===== config.mk =====
export PLATFORM = sky130hd
export DESIGN_NAME = segxlate_unit
export DESIGN_NICKNAME = d
export VERILOG_FILES = /design/src/rtl/segxlate_pkg.sv /design/src/rtl/segxlate_table.sv /design/src/rtl/segxlate_check.sv /design/src/rtl/segxlate_rsp.sv /design/src/rtl/segxlate_unit.sv
export SDC_FILE = /design/constraint.sdc
export NUM_CORES = 1
export LEC_CHECK = 0
export BUFFER_PORTS_ARGS = -buffer_cell sky130_fd_sc_hd__clkbuf_2
export CORE_MARGIN = 2
export CORE_UTILIZATION = 30
export DETAILED_ROUTE_END_ITERATION = 10
export PLACE_DENSITY = 0.51
export SYNTH_ARGS = -nofsm -noshare
export SYNTH_HDL_FRONTEND = slang
export SYNTH_SLANG_ARGS = --single-unit
export TNS_END_PERCENT = 100

===== constraint.sdc =====
create_clock -name clk -period 3.1 [get_ports clk]
set_input_delay 0.155 -clock clk [delete_from_list [all_inputs] [get_ports clk]]
set_output_delay 0.155 -clock clk [all_outputs]
set_load 0.01 [all_outputs]

===== src/rtl/segxlate_pkg.sv =====
package segxlate_pkg;

  typedef enum logic [1:0] {
    ACC_RD  = 2'b00,
    ACC_WR  = 2'b01,
    ACC_EX  = 2'b10,
    ACC_RSV = 2'b11
  } acc_t;

  typedef enum logic [1:0] {
    CAUSE_NONE  = 2'd0,
    CAUSE_BOUND = 2'd1,
    CAUSE_PERM  = 2'd2,
    CAUSE_INVAL = 2'd3
  } cause_t;

  localparam int PERM_W   = 3;
  localparam int PERM_RD  = 0;
  localparam int PERM_WR  = 1;
  localparam int PERM_EX  = 2;

endpackage


===== src/rtl/segxlate_table.sv =====
module segxlate_table #(
  parameter int SEL_W  = 2,
  parameter int PA_W   = 16,
  parameter int LEN_W  = 13,
  parameter int PERM_W = 3
) (
  input  logic              clk,
  input  logic              rst_n,
  input  logic              wr_en,
  input  logic [SEL_W-1:0]  wr_sel,
  input  logic              wr_vld,
  input  logic [PA_W-1:0]   wr_start,
  input  logic [LEN_W-1:0]  wr_len,
  input  logic [PERM_W-1:0] wr_perm,
  input  logic [SEL_W-1:0]  rd_sel,
  output logic              rd_vld,
  output logic [PA_W-1:0]   rd_start,
  output logic [LEN_W-1:0]  rd_len,
  output logic [PERM_W-1:0] rd_perm
);
  localparam int NUM = 1 << SEL_W;

  logic              vld_a   [NUM];
  logic [PA_W-1:0]   start_a [NUM];
  logic [LEN_W-1:0]  len_a   [NUM];
  logic [PERM_W-1:0] perm_a  [NUM];

  for (genvar g = 0; g < NUM; g++) begin : g_ent
    logic              vld_q;
    logic [PA_W-1:0]   start_q;
    logic [LEN_W-1:0]  len_q;
    logic [PERM_W-1:0] perm_q;
    logic              hit;

    assign hit = wr_en && (wr_sel == SEL_W'(g));

    always_ff @(posedge clk or negedge rst_n) begin
      if (!rst_n) begin
        vld_q   <= 1'b0;
        start_q <= '0;
        len_q   <= '0;
        perm_q  <= '0;
      end else if (hit) begin
        vld_q   <= wr_vld;
        start_q <= wr_start;
        len_q   <= wr_len;
        perm_q  <= wr_perm;
      end
    end

    assign vld_a[g]   = vld_q;
    assign start_a[g] = start_q;
    assign len_a[g]   = len_q;
    assign perm_a[g]  = perm_q;
  end

  assign rd_vld   = vld_a[rd_sel];
  assign rd_start = start_a[rd_sel];
  assign rd_len   = len_a[rd_sel];
  assign rd_perm  = perm_a[rd_sel];
endmodule


===== src/rtl/segxlate_check.sv =====
module segxlate_check
  import segxlate_pkg::*;
#(
  parameter int OFF_W = 12,
  parameter int PA_W  = 16,
  parameter int LEN_W = OFF_W + 1
) (
  input  logic              ent_vld,
  input  logic [PA_W-1:0]   ent_start,
  input  logic [LEN_W-1:0]  ent_len,
  input  logic [PERM_W-1:0] ent_perm,
  input  logic [OFF_W-1:0]  offset,
  input  logic [1:0]        acc,
  output logic [PA_W-1:0]   paddr,
  output logic              fault,
  output logic [1:0]        cause
);
  localparam int SUM_W = PA_W + 1;

  logic [SUM_W-1:0] sum;
  logic             over_len;
  logic             carry;
  logic             allowed;

  assign sum      = {1'b0, ent_start} + SUM_W'(offset);
  assign carry    = sum[PA_W];
  assign over_len = LEN_W'(offset) >= ent_len;

  always_comb begin
    unique case (acc_t'(acc))
      ACC_RD:  allowed = ent_perm[PERM_RD];
      ACC_WR:  allowed = ent_perm[PERM_WR];
      ACC_EX:  allowed = ent_perm[PERM_EX];
      default: allowed = 1'b0;
    endcase
  end

  always_comb begin
    cause = CAUSE_NONE;
    if (!ent_vld)                cause = CAUSE_INVAL;
    else if (over_len || carry)  cause = CAUSE_BOUND;
    else if (!allowed)           cause = CAUSE_PERM;
    fault = (cause != CAUSE_NONE);
    paddr = fault ? '0 : sum[PA_W-1:0];
  end
endmodule


===== src/rtl/segxlate_rsp.sv =====
module segxlate_rsp #(
  parameter int PA_W = 16
) (
  input  logic            clk,
  input  logic            rst_n,
  input  logic            in_valid,
  output logic            in_ready,
  input  logic [PA_W-1:0] in_paddr,
  input  logic            in_fault,
  input  logic [1:0]      in_cause,
  output logic            out_valid,
  input  logic            out_ready,
  output logic [PA_W-1:0] out_paddr,
  output logic            out_fault,
  output logic [1:0]      out_cause
);
  logic load;

  assign in_ready = !out_valid || out_ready;
  assign load     = in_valid && in_ready;

  always_ff @(posedge clk or negedge rst_n) begin
    if (!rst_n) begin
      out_valid <= 1'b0;
      out_paddr <= '0;
      out_fault <= 1'b0;
      out_cause <= '0;
    end else begin
      if (load) begin
        out_valid <= 1'b1;
        out_paddr <= in_paddr;
        out_fault <= in_fault;
        out_cause <= in_cause;
      end else if (out_ready) begin
        out_valid <= 1'b0;
      end
    end
  end
endmodule


===== src/rtl/segxlate_unit.sv =====
module segxlate_unit
  import segxlate_pkg::*;
#(
  parameter int SEL_W = 2,
  parameter int OFF_W = 12,
  parameter int PA_W  = 16,
  localparam int VA_W  = SEL_W + OFF_W,
  localparam int LEN_W = OFF_W + 1
) (
  input  logic              clk,
  input  logic              rst_n,
  input  logic              req_valid,
  output logic              req_ready,
  input  logic [VA_W-1:0]   req_vaddr,
  input  logic [1:0]        req_acc,
  output logic              rsp_valid,
  input  logic              rsp_ready,
  output logic [PA_W-1:0]   rsp_paddr,
  output logic              rsp_fault,
  output logic [1:0]        rsp_cause,
  input  logic              tbl_we,
  input  logic [SEL_W-1:0]  tbl_sel,
  input  logic              tbl_valid,
  input  logic [PA_W-1:0]   tbl_start,
  input  logic [LEN_W-1:0]  tbl_len,
  input  logic [PERM_W-1:0] tbl_perm
);
  logic [SEL_W-1:0]  seg_sel;
  logic [OFF_W-1:0]  seg_off;
  logic              e_vld;
  logic [PA_W-1:0]   e_start;
  logic [LEN_W-1:0]  e_len;
  logic [PERM_W-1:0] e_perm;
  logic [PA_W-1:0]   x_paddr;
  logic              x_fault;
  logic [1:0]        x_cause;

  assign seg_sel = req_vaddr[VA_W-1 -: SEL_W];
  assign seg_off = req_vaddr[OFF_W-1:0];

  segxlate_table #(
    .SEL_W(SEL_W), .PA_W(PA_W), .LEN_W(LEN_W), .PERM_W(PERM_W)
  ) u_table (
    .clk(clk), .rst_n(rst_n),
    .wr_en(tbl_we), .wr_sel(tbl_sel), .wr_vld(tbl_valid),
    .wr_start(tbl_start), .wr_len(tbl_len), .wr_perm(tbl_perm),
    .rd_sel(seg_sel), .rd_vld(e_vld), .rd_start(e_start),
    .rd_len(e_len), .rd_perm(e_perm)
  );

  segxlate_check #(
    .OFF_W(OFF_W), .PA_W(PA_W), .LEN_W(LEN_W)
  ) u_check (
    .ent_vld(e_vld), .ent_start(e_start), .ent_len(e_len), .ent_perm(e_perm),
    .offset(seg_off), .acc(req_acc),
    .paddr(x_paddr), .fault(x_fault), .cause(x_cause)
  );

  segxlate_rsp #(.PA_W(PA_W)) u_rsp (
    .clk(clk), .rst_n(rst_n),
    .in_valid(req_valid), .in_ready(req_ready),
    .in_paddr(x_paddr), .in_fault(x_fault), .in_cause(x_cause),
    .out_valid(rsp_valid), .out_ready(rsp_ready),
    .out_paddr(rsp_paddr), .out_fault(rsp_fault), .out_cause(rsp_cause)
  );
endmodule


==> reports/metrics.yaml <==
cts-buffers-inserted: 17
syn-num-nets: 588
dr_total_vias: 4676
hpwl_mm: 12.9
antenna_found_initial: 2
ir_drop_v: 0.000270
viasPerCell: 4.92
cp.required_ps: 3400
critPathLaunchType: "flip-flop"
ys_ff_latch: 152
pin_count: 77
place_congestion: 0.825
hp-class: "in2reg"
final-instance-count-excl-fill: 950
start_util: 0.305
most-common-layout-cells: "dfrtp_1, mux2_2, clkbuf_2"
layout-drive-gt1-share: 0.493
ant_nets: 0
die_h_um: 161
synth_area_leaders: "dfrtp_1, mux2_2, mux4_2"
ys_seq_area_frac: 0.514
post-cts-setup-buffers: 0
syn_area_per_cell_um2: 14.6
clockBufferDepth: 2
grtUsageTotal: 0.149
path_cells: "mux4_2 > ha_1 > o21ai_0 > a2111oi_4 > nor3_1 > a211oi_2 > nor4b_4 > buf_12 > a32o_1"
cp_max_fo: 17
clock_sinks: 152
numPortBuffers: 76
die-area_um2: 25900
max_slew.worst_pin.slew_ps: 968
slew_viol_final: 0
path_clk_slew_ps: 60
slew_headroom: 0.353
drt_first_pass_iters: 4
finalWorstPathRequiredPeriod_ps: 2920
fmax_mhz: 342
maxCapViolCount: 0
worstPathArrival_ps: 3230
num_rows: 57
cp_slowest_cell: "mux4_2"
final_nets: 693
die_w_um: 161
coreArea_um2: 24200
clock_latency_ps: 420
end_kind: "flip-flop"
synth_top_area_share: 0.514
grt_setup_unrepaired: "no"
final-hold-violation-count: 0
final_util: 0.371
yosys_warnings: 0
dp_cells: 907
drt_iter0_drc: 207
grt_pass1_vias: 5252
final_common_cell: "dfrtp_1"
synth_edf_count: 0
root_buffer: "clkbuf_16"
syn_area_um2: 7400
power_density_nw_per_um2: 664
ys_async_sr_fraction: 1.00
max_stage_delay_ps: 460
cts_tree: "built"
wire_per_inst_um: 19.1
tns_ps: 0
syn_inst: 507
synthFlopType: "dfrtp_1"
final-setup-viol-count: 0
grt_max_degree: 67
fin_total_pwr_uw: 5960
grt_pass1_wl_mm: 29.3
finalCritPeriodShare: 0.943
h-tree-depth: 4
overflow: 0
synth_area_leader_cell: "dfrtp_1"
skew_ps: 6.34
crit_type: "reg2reg"
status: "finished clean"
area_growth_pct: 21.5
synth_cell_types: 50
drc_errors: 0
drt_wl_total_mm: 18.1
p_leak_uw: 0.00392
post_cts_resized: 0
## critical path: cells and delay by family, from the launching register on
family / cells / cell delay, ps
and+or+nand+nor: 2 / 240
DFF: 1 / 380
AOI/OAI and AO/OA: 4 / 1210
muxes: 1 / 460
adders and majority gates: 1 / 360
buffers and inverters: 1 / 170
## state kept, by name, summed over array words and instances (netlist names)
| name | cells |
|---|---|
| u_rsp.out_cause | 2 |
| u_rsp.out_fault | 1 |
| u_rsp.out_paddr | 16 |
| u_rsp.out_valid | 1 |
| u_table.g_ent.len_q | 52 |
| u_table.g_ent.perm_q | 12 |
| u_table.g_ent.start_q | 64 |
| u_table.g_ent.vld_q | 4 |
## cell type report
cell class              count  area [µm²]
diodes                      1        2.50
clock buffers              23         468
clock inverters             9        92.6
fillers                  2345       15300
inverters                  21        78.8
multi-input cells         312        3430
flip-flops and latches    152        3800
well taps                 324         405
repair buffers            108         702
## timing repair
item,4_1_cts,5_1_grt
endpoints found under the setup margin,0,1
hold endpoints to repair,80,0
hold buffers,10,0
## Yosys cell counts (all sizes together) (3+ instances only)
cell type and count:
clkbuf 15, xor2 3, o21ai 14, nand3b 3
ha 24, a21oi 11, nand3 5, nor2 7
mux2 132, a22o 13, nand2 11, nand2b 5
mux4 33, o21a 3, inv 21, a211oi 5
xnor2 6, o211ai 4, a32o 3, dfrtp 152
buf 7
## stage by stage
step / instance area, µm² / setup slack, ps / hold WS [ps]
floorplan: 7420 / 5.37 / -141
global placement: 8320 / 73.7 / 174
detailed placement: 8320 / 18.7 / 188
CTS: 8980 / 136 / 0.354
global route: 8990 / 46.8 / 17.2
finish: 8990 / 177 / 12.3
## cells by family after synthesis
family | synth area share
fa+ha+maj | 0.0433
flops | 0.514
compound gates | 0.0687
mux | 0.303
xor+xnor | 0.0107
buf+inv | 0.0250
simple gates | 0.0354
## where the power goes
part	internal (µW)	switching, µW	leakage, µW	total, µW
sequential	2360	190	0.00182	2550
clock	1150	827	0.000264	1980
combinational	769	669	0.00184	1440
## final timing paths
kind | startpoint | endpoint | slack (ps) | depth (start not counted)
max | u_table.g_ent[3].start_q[4]$_DFFE_PN0P_ | u_rsp.out_paddr[2]$_DFFE_PN0P_ | 180 | 9
min | tbl_start[5] | u_table.g_ent[3].start_q[5]$_DFFE_PN0P_ | 10 | 2
max reg2reg | u_table.g_ent[3].start_q[4]$_DFFE_PN0P_ | u_rsp.out_paddr[2]$_DFFE_PN0P_ | 180 | 9
min reg2reg | u_table.g_ent[1].len_q[2]$_DFFE_PN0P_ | u_table.g_ent[1].len_q[2]$_DFFE_PN0P_ | 500 | 1
max in group asynchronous | rst_n | u_rsp.out_paddr[3]$_DFFE_PN0P_ | 1930 | 3
min in group asynchronous | rst_n | u_table.g_ent[2].len_q[2]$_DFFE_PN0P_ | 310 | 2
## routing by layer
| metal | vias up | share of wire | track usage |
|---|---|---|---|
| met5 | - | 0.00072 | 0 |
| met4 | 2 | 0.028 | 0.0629 |
| met3 | 31 | 0.025 | 0.0288 |
| met1 | 2445 | 0.43 | 0.182 |
| met2 | 68 | 0.51 | 0.257 |
| li1 | 2130 | - | - |
(Power assumes the default switching activity.)
